### config.mk
export PLATFORM = sky130hd
export DESIGN_NAME = ts_capture
export DESIGN_NICKNAME = d
export VERILOG_FILES = /design/src/rtl/ts_pkg.sv /design/src/rtl/ts_regs.sv /design/src/rtl/ts_trigger.sv /design/src/rtl/ts_store.sv /design/src/rtl/ts_capture.sv
export SDC_FILE = /design/constraint.sdc
export NUM_CORES = 1
export LEC_CHECK = 0
export CELL_PAD_IN_SITES_DETAIL_PLACEMENT = 2
export CELL_PAD_IN_SITES_GLOBAL_PLACEMENT = 2
export CORE_ASPECT_RATIO = 1.4
export CORE_UTILIZATION = 25
export DETAILED_ROUTE_END_ITERATION = 6
export DONT_BUFFER_PORTS = 1
export GPL_TIMING_DRIVEN = 0
export HOLD_SLACK_MARGIN = 0.15
export PLACE_DENSITY = 0.6
export SLEW_MARGIN = 30
export SYNTH_ARGS = -nofsm -noshare
export SYNTH_HDL_FRONTEND = slang
export SYNTH_SLANG_ARGS = --single-unit
### constraint.sdc
create_clock -name clk_i -period 2.2 [get_ports clk_i]
set_input_delay 0.33 -clock clk_i [delete_from_list [all_inputs] [get_ports clk_i]]
set_output_delay 0.33 -clock clk_i [all_outputs]
set_load 0.005 [all_outputs]
### src/rtl/ts_pkg.sv
package ts_pkg;
  localparam int FIELD_W    = 8;
  localparam int N_FIELDS   = 6;
  localparam int REG_ADDR_W = 2;
  localparam int REG_DATA_W = 8;

  localparam logic [REG_ADDR_W-1:0] ADDR_CTL_A  = 2'd0;
  localparam logic [REG_ADDR_W-1:0] ADDR_CTL_B  = 2'd1;
  localparam logic [REG_ADDR_W-1:0] ADDR_CTL_C  = 2'd2;
  localparam logic [REG_ADDR_W-1:0] ADDR_TS_CFG = 2'd3;

  localparam int BIT_FLAG_A     = 4;
  localparam int BIT_FLAG_B     = 5;
  localparam int BIT_IRQ_EN     = 2;
  localparam int BIT_BATT_EN    = 4;
  localparam int BIT_KEEP_FIRST = 7;
  localparam int BIT_TS_OFF     = 6;

  typedef struct packed {
    logic keep_first;
    logic ts_off;
    logic batt_en;
    logic irq_en;
  } ts_cfg_t;
endpackage

### src/rtl/ts_regs.sv
module ts_regs
  import ts_pkg::*;
(
  input  logic                  clk_i,
  input  logic                  rst_ni,
  input  logic                  we_i,
  input  logic [REG_ADDR_W-1:0] addr_i,
  input  logic [REG_DATA_W-1:0] wdata_i,
  input  logic                  cap_stb_i,
  output ts_cfg_t               cfg_o,
  output logic                  flag_a_o,
  output logic                  flag_b_o,
  output logic                  clr_a_o,
  output logic                  clr_b_o,
  output logic [REG_DATA_W-1:0] rdata_o
);
  ts_cfg_t cfg_q;
  logic    flag_a_q, flag_b_q;
  logic    wr_a, wr_b, wr_c, wr_ts;

  assign wr_a  = we_i && (addr_i == ADDR_CTL_A);
  assign wr_b  = we_i && (addr_i == ADDR_CTL_B);
  assign wr_c  = we_i && (addr_i == ADDR_CTL_C);
  assign wr_ts = we_i && (addr_i == ADDR_TS_CFG);

  // software clears by writing zero; writing one keeps the flag
  assign clr_a_o = wr_a && !wdata_i[BIT_FLAG_A];
  assign clr_b_o = wr_b && !wdata_i[BIT_FLAG_B];

  always_ff @(posedge clk_i or negedge rst_ni) begin
    if (!rst_ni) begin
      cfg_q <= '0;
    end else begin
      if (wr_b)  cfg_q.irq_en  <= wdata_i[BIT_IRQ_EN];
      if (wr_c)  cfg_q.batt_en <= wdata_i[BIT_BATT_EN];
      if (wr_ts) begin
        cfg_q.keep_first <= wdata_i[BIT_KEEP_FIRST];
        cfg_q.ts_off     <= wdata_i[BIT_TS_OFF];
      end
    end
  end

  // capture outranks a clear in the same cycle
  always_ff @(posedge clk_i or negedge rst_ni) begin
    if (!rst_ni) begin
      flag_a_q <= 1'b0;
      flag_b_q <= 1'b0;
    end else begin
      if (cap_stb_i)    flag_a_q <= 1'b1;
      else if (clr_a_o) flag_a_q <= 1'b0;
      if (cap_stb_i)    flag_b_q <= 1'b1;
      else if (clr_b_o) flag_b_q <= 1'b0;
    end
  end

  always_comb begin
    rdata_o = '0;
    case (addr_i)
      ADDR_CTL_A:  rdata_o[BIT_FLAG_A] = flag_a_q;
      ADDR_CTL_B: begin
        rdata_o[BIT_FLAG_B] = flag_b_q;
        rdata_o[BIT_IRQ_EN] = cfg_q.irq_en;
      end
      ADDR_CTL_C:  rdata_o[BIT_BATT_EN] = cfg_q.batt_en;
      default: begin
        rdata_o[BIT_KEEP_FIRST] = cfg_q.keep_first;
        rdata_o[BIT_TS_OFF]     = cfg_q.ts_off;
      end
    endcase
  end

  assign cfg_o    = cfg_q;
  assign flag_a_o = flag_a_q;
  assign flag_b_o = flag_b_q;
endmodule

### src/rtl/ts_trigger.sv
module ts_trigger
  import ts_pkg::*;
(
  input  logic    tamper_i,
  input  logic    batt_sw_i,
  input  ts_cfg_t cfg_i,
  input  logic    flag_a_i,
  input  logic    flag_b_i,
  input  logic    clr_a_i,
  input  logic    clr_b_i,
  output logic    cap_stb_o
);
  logic event_hit, rearmed;

  assign event_hit = tamper_i || (batt_sw_i && cfg_i.batt_en);
  // flags as they stand after this cycle's clear
  assign rearmed   = (!flag_a_i || clr_a_i) && (!flag_b_i || clr_b_i);
  assign cap_stb_o = !cfg_i.ts_off && event_hit && (!cfg_i.keep_first || rearmed);
endmodule

### src/rtl/ts_store.sv
module ts_store #(
  parameter int FIELD_W  = 8,
  parameter int N_FIELDS = 6
) (
  input  logic                              clk_i,
  input  logic                              rst_ni,
  input  logic                              cap_stb_i,
  input  logic [N_FIELDS-1:0][FIELD_W-1:0]  live_i,
  output logic [N_FIELDS-1:0][FIELD_W-1:0]  held_o
);
  for (genvar g = 0; g < N_FIELDS; g++) begin : g_field
    always_ff @(posedge clk_i or negedge rst_ni) begin
      if (!rst_ni)        held_o[g] <= '0;
      else if (cap_stb_i) held_o[g] <= live_i[g];
    end
  end
endmodule

### src/rtl/ts_capture.sv
module ts_capture
  import ts_pkg::*;
#(
  parameter int FW = FIELD_W
) (
  input  logic                  clk_i,
  input  logic                  rst_ni,
  input  logic [FW-1:0]         live_sec_i,
  input  logic [FW-1:0]         live_min_i,
  input  logic [FW-1:0]         live_hour_i,
  input  logic [FW-1:0]         live_day_i,
  input  logic [FW-1:0]         live_mon_i,
  input  logic [FW-1:0]         live_year_i,
  input  logic                  tamper_i,
  input  logic                  batt_sw_i,
  input  logic                  reg_we_i,
  input  logic [REG_ADDR_W-1:0] reg_addr_i,
  input  logic [REG_DATA_W-1:0] reg_wdata_i,
  output logic [REG_DATA_W-1:0] reg_rdata_o,
  output logic [FW-1:0]         cap_sec_o,
  output logic [FW-1:0]         cap_min_o,
  output logic [FW-1:0]         cap_hour_o,
  output logic [FW-1:0]         cap_day_o,
  output logic [FW-1:0]         cap_mon_o,
  output logic [FW-1:0]         cap_year_o,
  output logic                  flag_a_o,
  output logic                  flag_b_o,
  output logic                  irq_no
);
  ts_cfg_t                         cfg;
  logic                            clr_a, clr_b, cap_stb;
  logic                            keep_first_q, ts_off_q;
  logic [N_FIELDS-1:0][FW-1:0]     live, held;

  assign live = {live_sec_i, live_min_i, live_hour_i, live_day_i, live_mon_i, live_year_i};

  ts_regs i_regs (
    .clk_i     (clk_i),
    .rst_ni    (rst_ni),
    .we_i      (reg_we_i),
    .addr_i    (reg_addr_i),
    .wdata_i   (reg_wdata_i),
    .cap_stb_i (cap_stb),
    .cfg_o     (cfg),
    .flag_a_o  (flag_a_o),
    .flag_b_o  (flag_b_o),
    .clr_a_o   (clr_a),
    .clr_b_o   (clr_b),
    .rdata_o   (reg_rdata_o)
  );

  ts_trigger i_trigger (
    .tamper_i  (tamper_i),
    .batt_sw_i (batt_sw_i),
    .cfg_i     (cfg),
    .flag_a_i  (flag_a_o),
    .flag_b_i  (flag_b_o),
    .clr_a_i   (clr_a),
    .clr_b_i   (clr_b),
    .cap_stb_o (cap_stb)
  );

  ts_store #(.FIELD_W(FW), .N_FIELDS(N_FIELDS)) i_store (
    .clk_i     (clk_i),
    .rst_ni    (rst_ni),
    .cap_stb_i (cap_stb),
    .live_i    (live),
    .held_o    (held)
  );

  assign {cap_sec_o, cap_min_o, cap_hour_o, cap_day_o, cap_mon_o, cap_year_o} = held;

  assign keep_first_q = cfg.keep_first;
  assign ts_off_q     = cfg.ts_off;
  assign irq_no       = !(cfg.irq_en && (flag_a_o || flag_b_o));
endmodule

* Yosys cells after proc, flatten, opt, wreduce, memory -nomap -nowiden *
Index checks and enable logic that the tools add are counted.

word-level totals
  flip-flop bits (word level) = 54
  bits of input ports = 63
  output and inout bits = 59
  logic and storage cells = 50

cells by class
  eq/ne operators = 3
  multiplexer cells = 8
  reductions and logical operators = 27

operators with widths
  kind                  count
  $logic_and A1 B1 Y1   11
  $logic_not A1 Y1      7
  $mux W1               6
  $logic_or A1 B1 Y1    5
  $eq A2 B2 Y1 const B  2
  $reduce_bool A2 Y1    2
  $reduce_or A3 Y1      1
  $eq A2 B1 Y1 const B  1
  $logic_not A2 Y1      1
  $mux W2               1
  $pmux W1 S2           1

* Depth between registers and ports, before layout *
  word-level depth = 8
  depth in mapped cells = 6
  gate-level depth less buffers = 4

* Modules after synthesis *
A second synthesis with hierarchy kept.

unflattened totals
  cell total of the unflattened synthesis = 138
  area total of the unflattened synthesis = 2279.7 µm²

by module, submodules not included
  module      times used  cells each  area an instance (µm²)  sequential area each (µm²)
  ts_store    1           101         1860.5                  1201.2
  ts_regs     1           31          382.9                   150.1
  ts_trigger  1           5           31.3                    0.0
  ts_capture  1           1           5.0                     0.0

* Least setup slack after synthesis *
OpenSTA, ideal clock, no wires.

  path kind = input-to-reg
  from = input port reg_wdata_i[4]
  to = register i_store.held_o[15] (netlist name)
  setup time = 0.125 ns
  data arrival time = 1.756 ns
  data required time = 2.075 ns
  path slack = 0.319 ns
  cell stages on the path = 6
  path buffers = 2
  cell sequence = or4b_4 -> and3_4 -> nor2_4 -> buf_6 -> buf_12 -> mux2_4

between the ends
  longest elaborated chain between the ends = 6

RTL lines
  what                           line              source
  start, declared                ts_capture.sv:18  input logic [REG_DATA_W-1:0] reg_wdata_i,
  $logic_not A1 Y1               ts_regs.sv:27     assign clr_a_o = wr_a && !wdata_i[BIT_FLAG_A];
  $logic_and A1 B1 Y1            ts_regs.sv:27
  $logic_or A1 B1 Y1             ts_trigger.sv:17  assign rearmed = (!flag_a_i || clr_a_i) && (!flag_b_i || clr_b_i);
  $logic_and A1 B1 Y1            ts_trigger.sv:17
  $logic_or A1 B1 Y1             ts_trigger.sv:18  assign cap_stb_o = !cfg_i.ts_off && event_hit && (!cfg_i.keep_first || rearmed);
  $logic_and A1 B1 Y1            ts_trigger.sv:18
  end signal, assigned by index  ts_store.sv:14    else if (cap_stb_i) held_o[g] <= live_i[g];
  end, declared                  ts_store.sv:9     output logic [N_FIELDS-1:0][FIELD_W-1:0] held_o

No other way between the ends.
A chain may end at the register's enable or synchronous reset.

* Worst setup path after layout *
  from = register i_regs.cfg_q (netlist bit i_regs.cfg_o[1])
  to = register i_store.held_o[37] (netlist name)

between the ends
  longest elaborated chain between the ends = 4

RTL lines
  what                              line              source
  start, declared                   ts_regs.sv:17     ts_cfg_t cfg_q;
  $logic_and A1 B1 Y1               ts_trigger.sv:15  assign event_hit = tamper_i || (batt_sw_i && cfg_i.batt_en);
  $logic_or A1 B1 Y1                ts_trigger.sv:15
  $logic_and A1 B1 Y1 (2 in a row)  ts_trigger.sv:18

No other way between the ends.

==> out/results.ini <==
[cells_and_area]
fillCellCount=896
regArea_um2=1350
multi_input_area_um2=820
synthToLayoutAreaGrowth_pct=13.7
drive_above_1_share=0.469
antennaDiodeCount=0
nets=210

[synthesis]
synth_top_area_frac=0.600
synth_largest_area_cell=dfrtp_1
syn_inst=136
synth-seq-cells=54
yosysMostFrequentCell=dfrtp_1
async_flop_share=1.00
synthDistinctLibCells=23
synthTopCellsByCount=54 x dfrtp_1, 32 x mux2_2, 20 x mux2_4
synth-edff-count=0
synth_area_per_cell_um2=16.6
synth_seq_area_share=0.600
synth_warnings=0
synthesis.area_um2=2250
netlist_top_cells_area=dfrtp_1 60%, mux2_2 16%, mux2_4 13%, buf_12 1.8%, buf_4 1.7%
synth_ff_type=dfrtp_1

[timing]
hold_viol_final=0
fin_skew_ns=0.00258
fin_crit_sh=0.806
slew_violations=0
rsz0062_at_grt=false
hold-worst-slack_ns=0.186
max_clock_freq_ghz=0.564
finalWorstPathRequiredPeriod_ns=1.77
finalSetupViolCount=0
fin_setup_tns_ns=0

[clock_network]
clock_latency_ns=0.29
cts_setup_buffers=0
cts_tree=yes
htree_levels=2
cts.sinks=54
cts-root-buf=clkbuf_16
cts_resized=0
cts_buffer_depth=2
path_clk_slew_ns=0.07
cts.hold.buffers_added=2
cts_buffers=5

[routing]
vias_per_cell=4.67
dr.first_iter.drc_count=31
drc=0
final_antenna_net_count=0
first_pass_iters=3
vias=1178
totalWireLength_mm=5.15
routedWlPerCell_um=20.4

[setup_path]
critical_path_required_ns=2.37
path_cells=a21oi_1, a311o_1, nor2_4, buf_6, buf_12, mux2_4
crit_path_end_kind=register
cp_slowest_stage_delay_ns=0.38
critPathKind=register to register
timing.rr.end=i_store.held_o[37]
cp-start-kind=register
rr_worst_depth=6
worst_path_max_delay_cell=a311o_1
crit_path_max_fanout=10
cp_top_family=compound AO/OA/AOI/OAI gates
critical_path_buf_inv_count=2
rrSetupSlack_ns=0.43
cp.arrival_ns=1.94
rr_startpoint=i_regs.cfg_o[1]

[power_and_ir_drop]
ir_worst_vdd_v=0.000375
power_mw=3.44
power.net_switching_mw=0.989
combPwrFrac=0.235
leakagePower_nw=1.09
sw_frac_of_total=0.288
seq_power_share=0.548
pwr-share-clk=0.217
p_int_mw=2.45
powerDensity_nw_per_um2=1340

[global_route]
grt_max_degree=55
antenna_found_initial=0
grt_pass1_vias=1349
track_usage=0.116
overflow=0
grt_pass1_wl_mm=7.77

[flow_run]
drv.max_cap_violation_count=0

[floorplanning]
initial_core_util=0.260
die_w_um=82.2
core_area_um2=8660
rows=40
die_h_um=114
ioPinCount=122
dieArea_um2=9400

[hold_path]
hold_depth=1
worstHoldStart=live_hour_i[7]
min_to=i_store.held_o[31]
hp-class=primary input to register

[placement]
dp_hpwl_mm=3.88
gp_congestion=0.597
io_buffers=0

[outcome]
status=completed

[final cells by class]
| cell class | instances | share of cell area |
|---|---|---|
| plain buffers | 8 | 0.0347 |
| flip-flops and latches | 54 | 0.528 |
| multi-input cells | 76 | 0.320 |
| well taps | 105 | 0.0513 |
| clock buffers | 7 | 0.0518 |
| repair buffers | 2 | 0.0147 |
[how the worst max path moves through the flow]
stage                               start            endpoint  slack (ns)  cells after the start
after floorplan            reg_wdata_i[4]  i_store.held_o[15]        0.32                      6
after global placement     reg_wdata_i[4]  i_store.held_o[45]        0.21                      6
after detailed placement   reg_wdata_i[4]  i_store.held_o[23]        0.18                      6
after CTS                 i_regs.cfg_o[1]  i_store.held_o[37]        0.40                      6
after global routing      i_regs.cfg_o[1]  i_store.held_o[37]        0.33                      6
final                     i_regs.cfg_o[1]  i_store.held_o[37]        0.43                      6
[through the flow]
step / instance area (um^2) / instances / setup slack, ns / utilization
after floorplan: 2260 / 138 / 0.319 / -
after global placement: 2390 / 243 / 0.210 / 0.276
after detailed placement: 2390 / 243 / 0.184 / 0.276
after CTS: 2560 / 252 / 0.397 / 0.296
after global routing: 2560 / 252 / 0.331 / 0.296
final: 2560 / 252 / 0.427 / 0.296
[placed cells by master (no fill, tap or decap)]
cell type       n
dfrtp_1        54
mux2_2         32
mux2_4         20
buf_4           5
clkbuf_16       5
nand2_1         4
conb_1          3
and3_1          2
and2_1          2
buf_12          2
clkbuf_1        2
mux2i_1         1
nor2_1          1
nor2b_1         1
o21ai_0         1
or4b_4          1
and3_4          1
nand4bb_1       1
a21oi_1         1
a311o_1         1
nor2_4          1
buf_6           1
o31ai_1         1
nand3b_1        1
nand3_1         1
buf_16          1
dlygate4sd3_1   1
[routing by layer]
layer  global-route usage  vias to the layer above  part of all wire  wire (um)
li1                     -                      495                 -          -
met1                0.109                      613              0.33       1710
met2                0.210                       60              0.56       2900
met3               0.0398                       10             0.072        368
met4               0.0655                        0             0.032        165
met5                    0                        -                 0          0
[flip-flops by register name (all words and copies together) (netlist names)]
register         flops
i_regs.flag_b_o      1
i_store.held_o      48
i_regs.cfg_o         4
i_regs.flag_a_o      1
[power groups by stage]
stage	Combinational [mW]	Clock [mW]	Sequential, mW
3_3_place_gp	0.748	0	1.90
6_report	0.809	0.745	1.88
3_5_place_dp	0.796	0	1.93
2_1_floorplan	0.703	0	1.76
4_1_cts	0.832	0.780	1.91
5_1_grt	0.888	0.813	1.96
[cells by family (layout without fill, tap and decap cells)]
kind of cell           count (synthesis)  count (layout)  share of synthesized area
muxes                                 53              53                      0.298
other                                  1               3                    0.00167
and+or+nand+nor                       16              16                     0.0489
DFF                                   54              54                      0.600
buffers and inverters                  8              17                     0.0394
AOI/OAI and AO/OA                      4               4                     0.0122
(Power assumes the default switching activity.)
